<file path="src/rtl/e1tx_pkg.sv">
package e1tx_pkg;

    // Source selected for the bit currently on the line.
    typedef enum logic [2:0] {
        SRC_IDLE = 3'd0,
        SRC_SER  = 3'd1,
        SRC_WORD = 3'd2,
        SRC_SIG  = 3'd3,
        SRC_LINK = 3'd4,
        SRC_ONES = 3'd5
    } src_t;

    localparam int TS_ALIGN = 0;
    localparam int TS_SIGNAL = 16;

endpackage

</file>
<file path="src/rtl/e1tx_slot_decode.sv">
module e1tx_slot_decode #(
    parameter int TS_W     = 5,
    parameter int WORD_W   = 8,
    parameter int SA_COUNT = 5,
    parameter int BIT_W    = $clog2(WORD_W)
) (
    input  logic [TS_W-1:0]     ts_idx_i,
    input  logic [BIT_W-1:0]    bit_idx_i,
    input  logic                fas_frame_i,
    output logic                in_ts0_o,
    output logic                in_ts16_o,
    output logic                is_si_o,
    output logic [SA_COUNT-1:0] sa_pos_o
);
    import e1tx_pkg::*;

    localparam int SA_FIRST = WORD_W - SA_COUNT;

    assign in_ts0_o  = (ts_idx_i == TS_W'(TS_ALIGN));
    assign in_ts16_o = (ts_idx_i == TS_W'(TS_SIGNAL));
    assign is_si_o   = in_ts0_o && (bit_idx_i == '0);

    // One decode term per national bit position; only frames without
    // the alignment word carry them.
    for (genvar g = 0; g < SA_COUNT; g++) begin : g_sa
        assign sa_pos_o[g] = in_ts0_o && !fas_frame_i &&
                             (bit_idx_i == BIT_W'(SA_FIRST + g));
    end

endmodule

</file>
<file path="src/rtl/e1tx_sig_pick.sv">
module e1tx_sig_pick #(
    parameter int WORD_W    = 8,
    parameter int SIG_BYTES = 16,
    parameter int BIT_W     = $clog2(WORD_W),
    parameter int MF_W      = $clog2(SIG_BYTES)
) (
    input  logic [SIG_BYTES*WORD_W-1:0] sig_bytes_i,
    input  logic [MF_W-1:0]             mf_frame_i,
    input  logic [BIT_W-1:0]            bit_idx_i,
    output logic                        sig_bit_o
);
    logic [WORD_W-1:0] byte_arr [SIG_BYTES];
    logic [WORD_W-1:0] cur_byte;

    for (genvar k = 0; k < SIG_BYTES; k++) begin : g_byte
        assign byte_arr[k] = sig_bytes_i[k*WORD_W +: WORD_W];
    end

    assign cur_byte  = byte_arr[mf_frame_i];
    // Bit index 0 is the first bit on the line, i.e. the byte MSB.
    assign sig_bit_o = cur_byte[BIT_W'(WORD_W - 1) - bit_idx_i];

endmodule

</file>
<file path="src/rtl/e1tx_src_arbiter.sv">
module e1tx_src_arbiter #(
    parameter int SA_COUNT = 5
) (
    input  logic                ufr_ones_i,
    input  logic                sig_ones_i,
    input  logic                ts0_pass_i,
    input  logic                ts16_reg_i,
    input  logic                si_reg_i,
    input  logic [SA_COUNT-1:0] sa_en_i,
    input  logic                in_ts0_i,
    input  logic                in_ts16_i,
    input  logic                is_si_i,
    input  logic [SA_COUNT-1:0] sa_pos_i,
    output e1tx_pkg::src_t      src_o
);
    import e1tx_pkg::*;

    logic sa_take;

    assign sa_take = |(sa_pos_i & sa_en_i);

    // Fixed priority: stream ones, signaling ones, link, Si, TS0, TS16.
    always_comb begin
        if (ufr_ones_i) begin
            src_o = SRC_ONES;
        end else if (in_ts16_i && sig_ones_i) begin
            src_o = SRC_ONES;
        end else if (sa_take) begin
            src_o = SRC_LINK;
        end else if (is_si_i) begin
            src_o = si_reg_i ? SRC_WORD : SRC_SER;
        end else if (in_ts0_i) begin
            src_o = ts0_pass_i ? SRC_SER : SRC_WORD;
        end else if (in_ts16_i) begin
            src_o = ts16_reg_i ? SRC_SIG : SRC_SER;
        end else begin
            src_o = SRC_SER;
        end
    end

endmodule

</file>
<file path="src/rtl/e1_tx_slot_mux.sv">
module e1_tx_slot_mux #(
    parameter int TS_W      = 5,
    parameter int WORD_W    = 8,
    parameter int SA_COUNT  = 5,
    parameter int SIG_BYTES = 16,
    parameter int BIT_W     = $clog2(WORD_W),
    parameter int MF_W      = $clog2(SIG_BYTES)
) (
    input  logic                        clk,
    input  logic                        rst_n,
    input  logic                        bit_en_i,
    input  logic [TS_W-1:0]             ts_idx_i,
    input  logic [BIT_W-1:0]            bit_idx_i,
    input  logic                        fas_frame_i,
    input  logic [MF_W-1:0]             mf_frame_i,
    input  logic                        ser_i,
    input  logic                        link_i,
    input  logic                        ufr_ones_i,
    input  logic                        sig_ones_i,
    input  logic                        ts0_pass_i,
    input  logic                        ts16_reg_i,
    input  logic                        si_reg_i,
    input  logic [SA_COUNT-1:0]         sa_en_i,
    input  logic [WORD_W-1:0]           fas_word_i,
    input  logic [WORD_W-1:0]           nfas_word_i,
    input  logic [SIG_BYTES*WORD_W-1:0] sig_bytes_i,
    output logic                        tx_o,
    output logic                        link_clk_o
);
    import e1tx_pkg::*;

    logic                in_ts0, in_ts16, is_si;
    logic [SA_COUNT-1:0] sa_pos;
    logic                sig_bit;
    logic                word_bit;
    logic [WORD_W-1:0]   frame_word;
    src_t                src_d, src_q;
    logic                ser_q, link_q, word_q, sig_q, lclk_q;

    e1tx_slot_decode #(
        .TS_W(TS_W), .WORD_W(WORD_W), .SA_COUNT(SA_COUNT), .BIT_W(BIT_W)
    ) u_decode (
        .ts_idx_i   (ts_idx_i),
        .bit_idx_i  (bit_idx_i),
        .fas_frame_i(fas_frame_i),
        .in_ts0_o   (in_ts0),
        .in_ts16_o  (in_ts16),
        .is_si_o    (is_si),
        .sa_pos_o   (sa_pos)
    );

    e1tx_src_arbiter #(.SA_COUNT(SA_COUNT)) u_arb (
        .ufr_ones_i(ufr_ones_i),
        .sig_ones_i(sig_ones_i),
        .ts0_pass_i(ts0_pass_i),
        .ts16_reg_i(ts16_reg_i),
        .si_reg_i  (si_reg_i),
        .sa_en_i   (sa_en_i),
        .in_ts0_i  (in_ts0),
        .in_ts16_i (in_ts16),
        .is_si_i   (is_si),
        .sa_pos_i  (sa_pos),
        .src_o     (src_d)
    );

    e1tx_sig_pick #(
        .WORD_W(WORD_W), .SIG_BYTES(SIG_BYTES), .BIT_W(BIT_W), .MF_W(MF_W)
    ) u_sig (
        .sig_bytes_i(sig_bytes_i),
        .mf_frame_i (mf_frame_i),
        .bit_idx_i  (bit_idx_i),
        .sig_bit_o  (sig_bit)
    );

    assign frame_word = fas_frame_i ? fas_word_i : nfas_word_i;
    assign word_bit   = frame_word[BIT_W'(WORD_W - 1) - bit_idx_i];

    // State register: source and the candidate bits captured at the strobe.
    always_ff @(posedge clk or negedge rst_n) begin
        if (!rst_n) begin
            src_q  <= SRC_IDLE;
            ser_q  <= 1'b1;
            link_q <= 1'b1;
            word_q <= 1'b1;
            sig_q  <= 1'b1;
            lclk_q <= 1'b0;
        end else if (bit_en_i) begin
            src_q  <= src_d;
            ser_q  <= ser_i;
            link_q <= link_i;
            word_q <= word_bit;
            sig_q  <= sig_bit;
            lclk_q <= (src_d == SRC_LINK);
        end else begin
            lclk_q <= 1'b0;
        end
    end

    // Output process: the state names the bit on the line.
    always_comb begin
        unique case (src_q)
            SRC_IDLE: tx_o = 1'b1;
            SRC_SER:  tx_o = ser_q;
            SRC_WORD: tx_o = word_q;
            SRC_SIG:  tx_o = sig_q;
            SRC_LINK: tx_o = link_q;
            SRC_ONES: tx_o = 1'b1;
            default:  tx_o = 1'b1;
        endcase
    end

    assign link_clk_o = lclk_q;

    assert_hold_R2: assert property (@(posedge clk) disable iff (!rst_n)
        !bit_en_i |=> $stable(tx_o));

    assert_ones_R10: assert property (@(posedge clk) disable iff (!rst_n)
        bit_en_i && ufr_ones_i |=> tx_o && !link_clk_o);

    assert_sig_ones_R9: assert property (@(posedge clk) disable iff (!rst_n)
        bit_en_i && (ts_idx_i == TS_W'(TS_SIGNAL)) && sig_ones_i |=> tx_o);

    assert_dclk_pos_R7: assert property (@(posedge clk) disable iff (!rst_n)
        bit_en_i && ((ts_idx_i != TS_W'(TS_ALIGN)) || fas_frame_i) |=> !link_clk_o);

    assert_link_bit_R6: assert property (@(posedge clk) disable iff (!rst_n)
        bit_en_i && !ufr_ones_i && |(sa_en_i & sa_pos) |=> tx_o == $past(link_i));

endmodule

</file>
<file path="config.mk">
export PLATFORM = sky130hd
export DESIGN_NAME = e1_tx_slot_mux
export DESIGN_NICKNAME = d
export VERILOG_FILES = /design/src/rtl/e1tx_pkg.sv /design/src/rtl/e1tx_slot_decode.sv /design/src/rtl/e1tx_sig_pick.sv /design/src/rtl/e1tx_src_arbiter.sv /design/src/rtl/e1_tx_slot_mux.sv
export SDC_FILE = /design/constraint.sdc
export NUM_CORES = 1
export LEC_CHECK = 0
export ABC_AREA = 1
export BUFFER_PORTS_ARGS = -buffer_cell sky130_fd_sc_hd__buf_2
export CAP_MARGIN = 20
export CORE_ASPECT_RATIO = 1.1
export CORE_MARGIN = 1
export CORE_UTILIZATION = 43
export CTS_CLUSTER_DIAMETER = 150
export CTS_CLUSTER_SIZE = 16
export DETAILED_ROUTE_END_ITERATION = 12
export GPL_TIMING_DRIVEN = 0
export PLACE_DENSITY = 0.89
export SLEW_MARGIN = 0
export SYNTH_ARGS = -nofsm -noshare
export SYNTH_HDL_FRONTEND = slang
export SYNTH_SLANG_ARGS = --single-unit
export TNS_END_PERCENT = 1
</file>
<file path="constraint.sdc">
create_clock -name clk -period 1.2 [get_ports clk]
set_input_delay 0.06 -clock clk [delete_from_list [all_inputs] [get_ports clk]]
set_output_delay 0.06 -clock clk [all_outputs]
set_load 0.02 [all_outputs]
</file>
======== Yosys cells after proc, flatten, opt, wreduce, memory -nomap -nowiden ========
Index checks and enable logic that the tools add are counted.
word-level totals
  word-level logic and storage cells ...... 53
  memory bits (writable) .................. 0
  bits in latches ......................... 0
  bits in read-only memories .............. 0
  memories kept ........................... 0
  flip-flop bits (word level) ............. 8
operators by class
  div/mod/pow operators ................... 0
  magnitude comparators ................... 2
  add/sub/neg operators ................... 1
  eq/ne operators ......................... 11
  reduce and logical (&&, ||, !) cells .... 12
  bitwise operators ....................... 2
  shift-type cells ........................ 0
  multiplexer cells ....................... 19
  multiply operators ...................... 0
operators with widths
  cell                                                        count
  binary-select mux 8 bit (select 4 bit)                      1
  2-to-1 mux 8 bit                                            3
  equality test 3 bit, second input constant                  6
  2-to-1 mux 3 bit                                            6
  equality test 3 x 2 -> 1 bit, second input constant         3
  logical AND 1 bit                                           8
  binary-select mux 1 bit (select 3 bit)                      2
  2-to-1 mux 2 bit                                            3
  bitwise AND 5 bit                                           1
  equality test 5 bit, second input constant                  1
  >= comparator 5 bit, second input constant                  1
  logical NOT 5 bit                                           1
  NOT 4 -> 5 bit                                              1
  OR reduction 5 bit                                          1
  less-than comparator 3 x 4 -> 1 bit, second input constant  1
  case mux 1 bit (4 select lines)                             1
  equality test 3 x 1 -> 1 bit, second input constant         1
  logical NOT 3 bit                                           1
  2-to-1 mux 1 bit                                            3
  subtractor 3 bit, first input constant                      1
  logical NOT 1 bit                                           1

======== Depth between registers and ports, before layout ========
  depth in word-level cells ............... 10
  gate-level depth with buffers ........... 15
  mapped depth without buffers ............ 13

======== By module ========
A second synthesis with hierarchy kept.
second synthesis, totals
  cells, all modules ...................... 422
  area, all modules ....................... 2098.3 um^2
modules (own cells, without submodules)
  module            cells an instance  seq. area each (um^2)  times used  area an instance (um^2)
  e1tx_sig_pick     296                0.0                    1           1338.8
  e1_tx_slot_mux    75                 205.2                  1           528.0
  e1tx_src_arbiter  28                 0.0                    1           116.4
  e1tx_slot_decode  23                 0.0                    1           115.1

======== Least setup slack after synthesis ========
No wires, ideal clock.
  path type ............................... in2reg
  start ................................... input mf_frame_i[0]
  end ..................................... register sig_q
  buffers on the path ..................... 3
  data required time ...................... 1123 ps
  setup slack ............................. 55 ps
  cell stages on the path ................. 13
  arrival ................................. 1069 ps
  cells stage by stage .................... buf_6 buf_6 buf_6 nor2_2 nor2_1 o21ai_0 nand3_1 nand3_1 nand2_1 a21oi_1 nand2_1 nand3_1 nand2_1
on the way
  longest elaborated chain between the ends .. 6
RTL lines
  element                                              line                  source
  from (decl)                                          e1_tx_slot_mux.sv:15  input logic [MF_W-1:0] mf_frame_i,
  NOT 4 -> 5 bit (implied by the code)                 e1tx_sig_pick.sv:19   assign cur_byte = byte_arr[mf_frame_i];
  binary-select mux 8 bit (select 4 bit)               e1tx_sig_pick.sv:19
  2-to-1 mux 8 bit (implied by the code) (2 in a row)  e1tx_sig_pick.sv:19
  binary-select mux 1 bit (select 3 bit)               e1tx_sig_pick.sv:21   assign sig_bit_o = cur_byte[BIT_W'(WORD_W - 1) - bit_idx_i];
  2-to-1 mux 1 bit (implied by the code)               e1tx_sig_pick.sv:21
  to (signal assigned)                                 e1_tx_slot_mux.sv:92  sig_q <= sig_bit;
  to (decl)                                            e1_tx_slot_mux.sv:38  logic ser_q, link_q, word_q, sig_q, lclk_q;
No other way between the ends. The select of a mux whose other input is x is not followed.
A chain may end at the register's enable or synchronous reset.

======== Final worst setup path ========
  start ................................... register ser_q
  end ..................................... output tx_o
on the way
  longest elaborated chain between the ends .. 1
RTL lines
  element                          line                   source
  from (decl)                      e1_tx_slot_mux.sv:38
  from (signal assigned)           e1_tx_slot_mux.sv:89   ser_q <= ser_i;
  case mux 1 bit (4 select lines)  e1_tx_slot_mux.sv:101  unique case (src_q)
  to (decl)                        e1_tx_slot_mux.sv:27   output logic tx_o,
No other way between the ends.

==> impl_results.md <==
* Status: complete, but fails checks
* Violated checks: negative setup slack
* Core area at 0.00462 mm²
* Synth unique cells at 26
* Post-synth EDFFs at 0
* Synth Instances at 427
* Type of the worst min-delay path: input pin to register
* Leak at 1.90 nW
* Max frequency at 767 MHz
* Commonest non-fill, non-tap cell in the layout: buf_2
* Mux cell area share after synthesis at 0%
* Largest family of logic cells by synthesized area: simple AND/OR/NAND/NOR gates
* Crit end category: primary output
* DRC viols at 0
* Setup violators final at 1
* Largest net degree at the start of global routing at 11
* Dominant synthesized flop cell: dfstp_2
* Synth Cell Area at 0.00206 mm²
* Grt ovf at 0
* Switch Pwr at 0.000617 W
* Min Tclk post-route at 1.30 ns
* Detailed Routing Iterations Pass 1 at 6
* CTS Buffer Depth at 2
* Endpoint arrival time on the critical path at 1.24 ns
* Synth Warn # at 0
* # H-tree levels at 1
* Sequential area share after synthesis at 9.95%
* Gr usage total at 32.3%
* I/O pins at 174
* Post-synth ARST share at 100%
* Die width at 68.0 µm
* First-pass GRT wire length at 12,700 µm
* Via density at 5.20
* Antenna-violating nets left at 0
* Reg clk slew, reported paths at 0.04 ns
* Post-CTS setup buffer count at 0
* Post-DR wirelength/cell at 12.5 µm
* DR vias at 3,418
* 1st-iter DRT viols at 221
* Setup_tns at -0.104 ns
* Fillers at 456
* Hold path depth at 3
* Antenna violations before repair at 0
* Max-slew headroom at 67.9%
* Post-synthesis simple-gate area fraction at 58.1%
* Fin. Hold Viols at 0
* XOR/XNOR Fraction of Synth Area at 0%
* Sequential power share at 19.7%
* Adder-Cell Fraction of Synth Area at 0%
* Critical path launch point type: register
* Cell Pwr Density at 521 mW/mm²
* Num rows at 26
* N_diodes at 0
* Crit-path cells: inv_2, nor2_1, o32ai_1, a21oi_1, buf_4
* Synth Area in Compound Gates at 14.4%
* Critical path class: register to primary output
* Mean area per synthesized cell at 4.83 µm²
* Clock Sinks at 8
* RSZ-0062 raised after global routing: yes
* Worst hold margin at 0.0410 ns
* Die Span Y at 74.6 µm
* Number of max-cap violations at 0
* Req. time, crit path at 1.14 ns
* Sw Ratio at 38.9%
* Int Pwr at 0.000970 W
* Final worst slack at -0.104 ns
* Vias in the first global route at 3,047
* Setup Skew at 0 ns
* Number of CTS-inserted buffers at 3
* Max stage delay on crit path at 0.51 ns
* Share of layout cells above drive strength 1 at 34.6%
* Total wire length at 8230 µm
* Worst slew pin tran at 0.482 ns
* Max rail drop VDD at 0.326 mV
* CTS tree: yes
* DP HPWL at 6740 µm
* Initial Util at 44.6%
* CP max FO at 2
* Root Buffer: clkbuf_8
* DIE AREA at 0.00508 mm²
* Slew Limit Fails at 0
* PnR Total Power at 0.00159 W
* Worst skew pair latency at 0.23 ns
* Net count after synthesis at 599
* Routability cong. at 0.893
* Final worst path period share at 109%
* FF+latch count, synth at 8
* Layout area overhead at 47.8%
* PortBufs at 169
* Critical-path top delay cell: dfstp_2
* Most frequent cells in the layout: 175 x buf_2, 163 x nand2_1, 70 x nand3_1, 52 x nor2_1, 47 x inv_1
* Combinational power share at 58.5%
* R2R cell count at 2
* Clock power frac at 21.8%
* Final #Nets at 774
kinds of logic (layout without fill, tap and decap cells):
kind of cell	count (synthesis)	count (layout)
buffers and inverters	75	249
and+or+nand+nor	292	292
DFF	8	8
AOI/OAI and AO/OA	52	52
power groups by stage:
stage | combinational, W | sequential [W] | clock (W)
6_report | 0.000929 | 0.000312 | 0.000345
5_1_grt | 0.00104 | 0.000315 | 0.000372
4_1_cts | 0.000916 | 0.000313 | 0.000349
3_5_place_dp | 0.000906 | 0.000315 | 0
3_3_place_gp | 0.000894 | 0.000314 | 0
2_1_floorplan | 0.000502 | 0.000312 | 0
worst max-delay path: cells and delay by family, from the launching register on:
family	cells	cell delay [ns]
flip-flops	1	0.51
AO/OA/AOI/OAI	2	0.24
AND/OR/NAND/NOR	1	0.07
buffers and inverters	2	0.19
cell usage after synthesis (2+ instances only):
| master | n | share of area [%] |
|---|---|---|
| clkbuf_1 | 2 | 0.36 |
| dfrtp_1 | 4 | 4.9 |
| nor2_2 | 4 | 1.2 |
| nand3_1 | 70 | 17 |
| inv_2 | 2 | 0.36 |
| nor2_1 | 53 | 9.6 |
| a21oi_1 | 11 | 2.7 |
| dfstp_2 | 4 | 5.1 |
| o211ai_1 | 6 | 2.2 |
| buf_4 | 6 | 2.2 |
| o21ai_1 | 8 | 1.9 |
| nand2_1 | 163 | 30 |
| o21ai_0 | 20 | 4.9 |
| buf_6 | 4 | 2.2 |
| buf_2 | 11 | 2.7 |
| a22o_1 | 2 | 0.85 |
| inv_1 | 48 | 8.7 |
registers in the layout, summed over array words and instances (netlist names):
signal	cells
link_clk_o	1
link_q	1
ser_q	1
sig_q	1
src_q	3
word_q	1
metrics by stage:
stage	setup slack [ns]	area [µm²]	util [%]	std cells
after floorplan	0.0546	2060	-	427
after global routing	-0.165	3050	66.0	657
after CTS	-0.106	3040	65.8	657
after global placement	-0.244	2980	64.5	652
final	-0.104	3050	66.0	657
after detailed placement	-0.237	2980	64.5	652
layer usage:
| layer | up-vias | track usage [%] | routed length (µm) |
|---|---|---|---|
| met5 | - | 0 | 0 |
| met4 | 0 | 13.0 | 191 |
| met3 | 19 | 2.73 | 654 |
| met2 | 193 | 57.2 | 4020 |
| met1 | 1506 | 39.6 | 3360 |
| li1 | 1700 | - | - |
final timing paths:
path / from / endpoint / slack, ns
max: ser_q / tx_o / -0.10
min: link_i / link_q / 0.04
max reg2reg: ser_q / ser_q / 0.39
min reg2reg: sig_q / sig_q / 0.46
max in group asynchronous: rst_n / word_q / 0.75
min in group asynchronous: rst_n / src_q[0] / 0.21
repair_timing:
item	4_1_cts	5_1_grt
resized for setup	3	4
endpoints found under the setup margin	2	3
hold buffers	1	0
hold endpoints to repair	8	0
final cells by class:
| cell class | instances | area (µm²) | area share [%] |
|---|---|---|---|
| Buffer | 25 | 183 | 5.99 |
| Clock buffer | 4 | 45.0 | 1.48 |
| Inverter | 50 | 188 | 6.16 |
| Multi-Input combinational cell | 344 | 1500 | 49.2 |
| Sequential cell | 8 | 205 | 6.73 |
| Tap cell | 56 | 70.1 | 2.30 |
| Timing Repair Buffer | 170 | 858 | 28.2 |
No activity file was read; power rests on OpenSTA's default activity.
